### src/rtl/fir_tm8_pkg.sv
package fir_tm8_pkg;
  typedef enum logic {
    PH_IDLE = 1'b0,
    PH_RUN  = 1'b1
  } phase_t;

  function automatic int sum_w(input int dw, input int cw, input int taps);
    return dw + cw + $clog2(taps);
  endfunction
endpackage

### src/rtl/fir_tm8_ctrl.sv
module fir_tm8_ctrl
  import fir_tm8_pkg::*;
#(
  parameter int TAPS  = 8,
  parameter int IDX_W = $clog2(TAPS)
) (
  input  logic             clk,
  input  logic             rst_n,
  input  logic             in_valid,
  output logic             accept,
  output logic             busy,
  output logic             step_en,
  output logic             last_step,
  output logic [IDX_W-1:0] step
);
  localparam logic [IDX_W-1:0] LAST_IDX = IDX_W'(TAPS - 1);

  phase_t           phase_q, phase_d;
  logic [IDX_W-1:0] step_q, step_d;

  assign last_step = (phase_q == PH_RUN) && (step_q == LAST_IDX);
  assign busy      = (phase_q == PH_RUN) && (step_q != LAST_IDX);
  assign accept    = in_valid && !busy;
  assign step_en   = (phase_q == PH_RUN);
  assign step      = step_q;

  always_comb begin
    phase_d = phase_q;
    step_d  = step_q;
    if (accept) begin
      phase_d = PH_RUN;
      step_d  = '0;
    end else if (phase_q == PH_RUN) begin
      if (last_step) begin
        phase_d = PH_IDLE;
        step_d  = '0;
      end else begin
        step_d = step_q + 1'b1;
      end
    end
  end

  always_ff @(posedge clk or negedge rst_n) begin
    if (!rst_n) begin
      phase_q <= PH_IDLE;
      step_q  <= '0;
    end else begin
      phase_q <= phase_d;
      step_q  <= step_d;
    end
  end
endmodule

### src/rtl/fir_tm8_delay.sv
module fir_tm8_delay #(
  parameter int DATA_W = 16,
  parameter int TAPS   = 8,
  parameter int IDX_W  = $clog2(TAPS)
) (
  input  logic              clk,
  input  logic              rst_n,
  input  logic              shift_en,
  input  logic [DATA_W-1:0] din,
  input  logic [IDX_W-1:0]  sel,
  output logic [DATA_W-1:0] tap_out
);
  logic [DATA_W-1:0] slot_q [TAPS];

  always_ff @(posedge clk or negedge rst_n) begin
    if (!rst_n) begin
      slot_q[0] <= '0;
    end else if (shift_en) begin
      slot_q[0] <= din;
    end
  end

  for (genvar g = 1; g < TAPS; g++) begin : g_stage
    always_ff @(posedge clk or negedge rst_n) begin
      if (!rst_n) begin
        slot_q[g] <= '0;
      end else if (shift_en) begin
        slot_q[g] <= slot_q[g-1];
      end
    end
  end

  assign tap_out = slot_q[sel];
endmodule

### src/rtl/fir_tm8_coef.sv
module fir_tm8_coef #(
  parameter int COEF_W = 16,
  parameter int TAPS   = 8,
  parameter int IDX_W  = $clog2(TAPS)
) (
  input  logic              clk,
  input  logic              rst_n,
  input  logic              we,
  input  logic [IDX_W-1:0]  waddr,
  input  logic [COEF_W-1:0] wdata,
  input  logic [IDX_W-1:0]  sel,
  output logic [COEF_W-1:0] coef_out
);
  logic [COEF_W-1:0] bank_q [TAPS];

  for (genvar g = 0; g < TAPS; g++) begin : g_slot
    logic wr_hit;
    assign wr_hit = we && (waddr == IDX_W'(g));
    always_ff @(posedge clk or negedge rst_n) begin
      if (!rst_n) begin
        bank_q[g] <= '0;
      end else if (wr_hit) begin
        bank_q[g] <= wdata;
      end
    end
  end

  assign coef_out = bank_q[sel];
endmodule

### src/rtl/fir_tm8_mac.sv
module fir_tm8_mac #(
  parameter int DATA_W = 16,
  parameter int COEF_W = 16,
  parameter int ACC_W  = 35
) (
  input  logic              clk,
  input  logic              rst_n,
  input  logic              start,
  input  logic              step_en,
  input  logic              last_step,
  input  logic [DATA_W-1:0] x,
  input  logic [COEF_W-1:0] h,
  output logic [ACC_W-1:0]  y,
  output logic              y_valid
);
  localparam int PROD_W = DATA_W + COEF_W;

  logic signed [PROD_W-1:0] prod;
  logic signed [ACC_W-1:0]  sum;
  logic signed [ACC_W-1:0]  acc_q, acc_d;
  logic signed [ACC_W-1:0]  y_q, y_d;
  logic                     v_q, v_d;

  assign prod = $signed(x) * $signed(h);
  assign sum  = acc_q + ACC_W'(prod);

  always_comb begin
    acc_d = acc_q;
    if (start) begin
      acc_d = '0;
    end else if (step_en) begin
      acc_d = sum;
    end
    y_d = last_step ? sum : y_q;
    v_d = last_step;
  end

  always_ff @(posedge clk or negedge rst_n) begin
    if (!rst_n) begin
      acc_q <= '0;
      y_q   <= '0;
      v_q   <= 1'b0;
    end else begin
      acc_q <= acc_d;
      y_q   <= y_d;
      v_q   <= v_d;
    end
  end

  assign y       = y_q;
  assign y_valid = v_q;
endmodule

### src/rtl/fir_tm8.sv
module fir_tm8
  import fir_tm8_pkg::*;
#(
  parameter int DATA_W = 16,
  parameter int COEF_W = 16,
  parameter int TAPS   = 8,
  parameter int IDX_W  = $clog2(TAPS),
  parameter int ACC_W  = sum_w(DATA_W, COEF_W, TAPS)
) (
  input  logic              clk,
  input  logic              rst_n,
  input  logic              in_valid,
  input  logic [DATA_W-1:0] in_sample,
  input  logic              coef_we,
  input  logic [IDX_W-1:0]  coef_addr,
  input  logic [COEF_W-1:0] coef_data,
  output logic              busy,
  output logic              out_valid,
  output logic [ACC_W-1:0]  out_y
);
  logic              accept;
  logic              step_en;
  logic              last_step;
  logic [IDX_W-1:0]  step;
  logic [DATA_W-1:0] x_sel;
  logic [COEF_W-1:0] h_sel;

  fir_tm8_ctrl #(.TAPS(TAPS), .IDX_W(IDX_W)) u_ctrl (
    .clk       (clk),
    .rst_n     (rst_n),
    .in_valid  (in_valid),
    .accept    (accept),
    .busy      (busy),
    .step_en   (step_en),
    .last_step (last_step),
    .step      (step)
  );

  fir_tm8_delay #(.DATA_W(DATA_W), .TAPS(TAPS), .IDX_W(IDX_W)) u_delay (
    .clk      (clk),
    .rst_n    (rst_n),
    .shift_en (accept),
    .din      (in_sample),
    .sel      (step),
    .tap_out  (x_sel)
  );

  fir_tm8_coef #(.COEF_W(COEF_W), .TAPS(TAPS), .IDX_W(IDX_W)) u_coef (
    .clk      (clk),
    .rst_n    (rst_n),
    .we       (coef_we),
    .waddr    (coef_addr),
    .wdata    (coef_data),
    .sel      (step),
    .coef_out (h_sel)
  );

  fir_tm8_mac #(.DATA_W(DATA_W), .COEF_W(COEF_W), .ACC_W(ACC_W)) u_mac (
    .clk       (clk),
    .rst_n     (rst_n),
    .start     (accept),
    .step_en   (step_en),
    .last_step (last_step),
    .x         (x_sel),
    .h         (h_sel),
    .y         (out_y),
    .y_valid   (out_valid)
  );
endmodule

### config.mk
export PLATFORM = sky130hd
export DESIGN_NAME = fir_tm8
export DESIGN_NICKNAME = d
export VERILOG_FILES = /design/src/rtl/fir_tm8_pkg.sv /design/src/rtl/fir_tm8_ctrl.sv /design/src/rtl/fir_tm8_delay.sv /design/src/rtl/fir_tm8_coef.sv /design/src/rtl/fir_tm8_mac.sv /design/src/rtl/fir_tm8.sv
export SDC_FILE = /design/constraint.sdc
export NUM_CORES = 1
export LEC_CHECK = 0
export ABC_AREA = 1
export BUFFER_PORTS_ARGS = -buffer_cell sky130_fd_sc_hd__buf_2
export CAP_MARGIN = 20
export CORE_MARGIN = 5
export CORE_UTILIZATION = 63
export DETAILED_ROUTE_END_ITERATION = 6
export PLACE_DENSITY = 0.8
export SLEW_MARGIN = 20
export SYNTH_ARGS = -nofsm -noshare
export SYNTH_HDL_FRONTEND = slang
export SYNTH_SLANG_ARGS = --single-unit
export TNS_END_PERCENT = 1
### constraint.sdc
create_clock -name clk -period 15.88 [get_ports clk]
set_input_delay 3.97 -clock clk [delete_from_list [all_inputs] [get_ports clk]]
set_output_delay 3.97 -clock clk [all_outputs]
set_load 0.02 [all_outputs]
==> results.sh, run 1 <==
export IMPL_status="finished clean"
export IMPL_path_clk_slew_ns=0.07
export IMPL_start_util_pct=63.3
export IMPL_tns_ns=0
export IMPL_routed_wl_mm=67.5
export IMPL_cpPeakStageDelay_ns=0.79
export IMPL_numPortBuffers=75
export IMPL_synth_compound_area_share_pct=11.7
export IMPL_clock_path_buffers=3
export IMPL_grt_max_degree=112
export IMPL_slew_violations=0
export IMPL_yosys_area_share_simple_pct=17.1
export IMPL_grtUsageMet1_pct=40.1
export IMPL_yosysWarningCount=0
export IMPL_synth_most_common_cell="nand2_1"
export IMPL_rsz0062_at_grt="false"
export IMPL_max_slew_margin_rel_pct=24.5
export IMPL_ios=76
export IMPL_worst_pin_slew_ns=1.12
export IMPL_grt_pass1_vias=22147
export IMPL_core_area_um2=41800
export IMPL_maxCapViolCount=0
export IMPL_track_usage_pct=30.0
export IMPL_synth_edff_count=0
export IMPL_ctsHoldBuffers=0
export IMPL_crit_arrival_ns=9.03
export IMPL_holdCritPathClass="register to register"
export IMPL_clkLatencyLatePin_ns=0.59
export IMPL_cts_root_buffer="clkbuf_16"
export IMPL_hold_viol=0
export IMPL_grt_pass1_wl_mm=112
export IMPL_multi_input_area_um2=15300
export IMPL_drt_iter0_drc=2011
export IMPL_remaining_drc_errors=0
export IMPL_setup_ws_ns=7.30
export IMPL_syn_cell_area_um2=26400
export IMPL_dr_pass1_iters=6
export IMPL_avgSynthCellArea_um2=8.31
export IMPL_grt_overflow_total=0
export IMPL_synth_xor_area_share_pct=0.397
export IMPL_post_cts_buffers=0
export IMPL_antenna_found_initial=1
export IMPL_start_kind="register"
export IMPL_finalCritPeriodShare_pct=54.0
export IMPL_yosys_register_bits=331
export IMPL_cts_buffers_inserted=39
export IMPL_post_place_ws_ns=7.51
export IMPL_gp_congestion=0.965
export IMPL_finClkSkew_ns=0.0197
export IMPL_final_seq_area_um2=8290
export IMPL_synthFlopType="dfrtp_1"
export IMPL_rows=75
export IMPL_met3_usage_pct=7.08
export IMPL_n_fill_cell=3353
export IMPL_synthMuxAreaShare_pct=0
export IMPL_busiest_layer="met2"
export IMPL_netlist_cell_type_count=38
export IMPL_chipWidth_um=215
export IMPL_syn_nets=3636
export IMPL_viasPerCell=5.66
export IMPL_hold_start="u_mac.y[20]$_DFFE_PN0P_"
export IMPL_dp_hpwl_mm=49.0
export IMPL_syn_inst=3181
export IMPL_cts_repair_resized=0
export IMPL_end_kind="register"
export IMPL_synthAdderAreaFrac_pct=28.5
export IMPL_cts_tree="yes"
export IMPL_nets=3640
export IMPL_netlist_top_cell_by_area="dfrtp_1"
export IMPL_ys_seq_area_share_pct=31.3
export IMPL_vias=21235
export IMPL_slowest_stage="fa_1"
export IMPL_finalSetupViolations=0
export IMPL_synth_top_cell_area_share_pct=31.3
export IMPL_avgRoutedWirePerCell_um=18.0
export IMPL_yosys_top_cells_count="779 x nand2_1, 544 x inv_1, 335 x o21ai_0"
export IMPL_final_layout_size_suffix_gt1_share_pct=7.94
export IMPL_die_h_um=215
export IMPL_ant_nets=0
export IMPL_crit_required_ns=16.34
export IMPL_clock_sinks=331
export IMPL_fp_dieArea_um2=46200
export IMPL_reg2reg_from="u_ctrl.step[0]$_DFFE_PN0P_"
export IMPL_startpoint="u_ctrl.step[0]$_DFFE_PN0P_"
export IMPL_critPathMaxFanout=75
export IMPL_async_flop_share_pct=100
export IMPL_worstSetupPathType="register to register"
export IMPL_gr_usage_met2_pct=48.7
export IMPL_clock_fmax_mhz=117
export IMPL_synth_top_family_by_area="adder cells"
export IMPL_cts_htree_levels=2
export IMPL_yosys_top_cells_area="dfrtp_1 31%, fa_1 23%, nand2_1 11%, inv_1 7.7%, o21ai_0 6.3%"
export IMPL_area_growth_pct=7.32
export IMPL_fin_crit_ns=8.58
==> per-layer routing <==
layer	vias to the layer above	routed length (µm)
met1	10417	27100
met4	0	2560
met5	-	0
li1	9732	-
met2	903	31900
met3	183	6000
==> path summary, 6_finish.rpt <==
| path | end | slack (ns) | cells after the start |
|---|---|---|---|
| max in group asynchronous | u_mac.y[26]$_DFFE_PN0P_ | 11.01 | 2 |
| worst min register to register | u_mac.y[20]$_DFFE_PN0P_ | 0.48 | 2 |
| worst min-delay path | u_mac.y[20]$_DFFE_PN0P_ | 0.48 | 2 |
| worst max register to register | u_mac.y[34]$_DFFE_PN0P_ | 7.30 | 29 |
| worst max-delay path | u_mac.y[34]$_DFFE_PN0P_ | 7.30 | 29 |
| min in group asynchronous | u_delay.slot_q[104]$_DFFE_PN0P_ | 3.42 | 1 |
==> state kept, by name, indices dropped and copies added (netlist names) <==
signal / count
u_mac.y: 35
u_ctrl.step_en: 1
u_coef.bank_q: 128
u_mac.acc_q: 35
u_delay.slot_q: 128
u_mac.y_valid: 1
u_ctrl.step: 3
==> logic make-up after synthesis <==
group | count (synthesis)
fa+ha+maj | 416
xor+xnor | 12
buf+inv | 710
simple gates | 1156
compound gates | 556
flops | 331
==> final cells by class <==
cell class | instances | share of cell area [%]
clock inverters | 13 | 0.807
diodes | 1 | 0.00882
multi-input cells | 2140 | 53.9
repair buffers | 96 | 1.94
inverters | 577 | 7.69
well taps | 539 | 2.38
flip-flops and latches | 331 | 29.2
clock buffers | 56 | 4.09
==> critical path, delay by kind of cell (launching register included) <==
family                     cells  cell delay [ns]
buffers and inverters          8             1.69
and+or+nand+nor                9             1.05
DFF                            1             0.61
AOI/OAI and AO/OA              5             1.34
adders and majority gates      7             3.63
==> through the flow <==
step	cells	util [%]	area, µm²	hold slack, ns
after floorplan	3181	-	26400	0.448
after global placement	3683	64.6	27000	0.461
after detailed placement	3683	64.6	27000	0.465
after CTS	3752	67.9	28400	0.481
after global routing	3752	68.0	28400	0.497
final	3753	68.0	28400	0.478
==> placed cells by master, fill, tap and decap left out, types with 6 or more instances in the layout <==
cell	synthesis	routed
a21oi_1	101	101
buf_2	38	74
buf_4	11	19
clkbuf_16	0	39
clkbuf_8	0	12
dfrtp_1	331	329
fa_1	310	310
ha_1	106	106
inv_1	544	544
inv_2	27	25
inv_4	6	6
nand2_1	779	774
nand2_2	1	6
nand3_1	72	72
nand4_1	7	7
nor2_1	265	263
nor2_2	10	11
nor3_1	7	6
o21ai_0	335	335
o21ai_1	38	38
o21ai_2	14	14
o21ai_4	14	14
o21bai_1	7	7
o22ai_1	29	29
or2_2	6	6
xnor2_1	8	8
Power of run 1 is left out: the tool's default activity adds up to more than one toggle a clock period on the data nets, which glitch-free logic cannot reach.
==> run 2: changes to the inputs <==
==> constraint.sdc (replaced) <==
create_clock -name clk -period 8.5 [get_ports clk]
set_input_delay 2.125 -clock clk [delete_from_list [all_inputs] [get_ports clk]]
set_output_delay 2.125 -clock clk [all_outputs]
set_load 0.02 [all_outputs]
==> results.sh, run 2 (synthesis gave the netlist of run 1 again) <==
export IMPL_met3_usage_pct=4.88
export IMPL_violations="design-rule violations"
export IMPL_rows=75
export IMPL_ios=76
export IMPL_grt_max_degree=131
export IMPL_drt_iter0_drc=2065
export IMPL_grt_overflow_total=0
export IMPL_clock_fmax_mhz=128
export IMPL_tns_ns=0
export IMPL_vias=21398
export IMPL_cts_tree="yes"
export IMPL_antenna_found_initial=1
export IMPL_worstSetupPathType="register to register"
export IMPL_clock_sinks=331
export IMPL_status="finished, violations left"
export IMPL_r2r_worst_path_cells=29
export IMPL_mostFrequentLayoutCell="nand2_1"
export IMPL_start_kind="register"
export IMPL_crit_required_ns=8.96
export IMPL_end_kind="register"
export IMPL_fin_crit_ns=7.84
export IMPL_diodes=0
export IMPL_busiest_layer="met2"
export IMPL_track_usage_pct=29.8
export IMPL_viasPerCell=5.69
export IMPL_start_util_pct=63.3
export IMPL_gp_congestion=0.953
export IMPL_holdCritPathClass="register to register"
export IMPL_critPathMaxFanout=32
export IMPL_remaining_drc_errors=25
export IMPL_ctsHoldBuffers=0
export IMPL_finalCritPeriodShare_pct=92.2
export IMPL_reg_top3="u_coef.bank_q (128), u_delay.slot_q (128)"
export IMPL_min_path_cells=2
export IMPL_maxCapViolCount=0
export IMPL_grtUsageMet1_pct=40.9
export IMPL_nets=3646
export IMPL_crit_arrival_ns=8.29
export IMPL_die_h_um=215
export IMPL_dp_hpwl_mm=48.9
export IMPL_worst_pin_slew_ns=1.11
export IMPL_grt_pass1_wl_mm=112
export IMPL_clock_path_buffers=3
export IMPL_core_area_um2=41800
export IMPL_cpPeakStageDelay_ns=0.68
export IMPL_clkLatencyLatePin_ns=0.58
export IMPL_area_growth_pct=7.15
export IMPL_ant_nets=0
export IMPL_gr_usage_met2_pct=49.4
export IMPL_cts_repair_resized=0
export IMPL_cts_buffers_inserted=37
export IMPL_hold_viol=0
export IMPL_routed_wl_mm=66.8
export IMPL_rsz0062_at_grt="false"
export IMPL_slew_violations=0
export IMPL_cts_htree_levels=2
export IMPL_max_slew_margin_rel_pct=26.0
export IMPL_numPortBuffers=75
export IMPL_final_layout_size_suffix_gt1_share_pct=8.05
export IMPL_chipWidth_um=215
export IMPL_finalSetupViolations=0
export IMPL_final_cell_mix="776 x nand2_1, 544 x inv_1, 335 x o21ai_0"
export IMPL_cts_root_buffer="clkbuf_16"
export IMPL_post_cts_buffers=0
export IMPL_path_clk_slew_ns=0.06
export IMPL_finClkSkew_ns=0.0416
export IMPL_dr_pass1_iters=7
export IMPL_fp_dieArea_um2=46200
export IMPL_grt_pass1_vias=22411
export IMPL_slowest_stage="fa_1"
export IMPL_avgRoutedWirePerCell_um=17.8
==> run 2: changes by cell type in the layout (fill, tap and decap cells not counted), sizes merged <==
cell,before,now
clkbuf,56,47
diode,1,0
buf,96,104
clkinvlp,2,0
bufinv,4,3
clkinv,6,16
==> run 2: worst paths after layout <==
check                                                  end                       start  slack (ns)
max in group asynchronous   u_delay.slot_q[12]$_DFFE_PN0P_                       rst_n        5.26
min                                u_mac.y[31]$_DFFE_PN0P_     u_mac.y[31]$_DFFE_PN0P_        0.47
max reg2reg                        u_mac.y[29]$_DFFE_PN0P_  u_ctrl.step[1]$_DFFE_PN0P_        0.66
min in group asynchronous  u_delay.slot_q[120]$_DFFE_PN0P_                       rst_n        1.66
min reg2reg                        u_mac.y[31]$_DFFE_PN0P_     u_mac.y[31]$_DFFE_PN0P_        0.47
max                                u_mac.y[29]$_DFFE_PN0P_  u_ctrl.step[1]$_DFFE_PN0P_        0.66
==> run 2: through the flow <==
step / hold slack (ns) / std cells / setup slack, ns / util (%) / cell area [µm²]
floorplan: 0.448 / 3181 / 2.23 / - / 26400
global placement: 0.459 / 3691 / 0.959 / 64.8 / 27100
detailed placement: 0.460 / 3691 / 0.770 / 64.8 / 27100
CTS: 0.477 / 3758 / 0.790 / 67.8 / 28300
global route: 0.493 / 3758 / 0.336 / 67.9 / 28300
finish: 0.475 / 3758 / 0.662 / 67.9 / 28300
==> run 2: metal layers <==
| layer | up-vias | part of all wire [%] |
|---|---|---|
| li1 | 9742 | - |
| met3 | 137 | 7.8 |
| met1 | 10648 | 41 |
| met5 | - | 0 |
| met2 | 871 | 48 |
| met4 | 0 | 2.9 |
==> run 2: cell type report <==
type,instances,area [µm²]
inverters,577,2180
multi-input cells,2140,15300
clock inverters,20,248
fillers,3317,13400
clock buffers,47,1010
flip-flops and latches,331,8290
well taps,539,674
repair buffers,104,641
==> run 2: worst max-delay path, delay by kind of cell (launching register included) <==
family / cells / cell delay, ns
buffers and inverters: 9 / 1.82
flip-flops: 1 / 0.40
adder cells (fa/ha/maj): 7 / 3.69
AND/OR/NAND/NOR: 13 / 1.80
Power of run 2 is left out for the same reason.
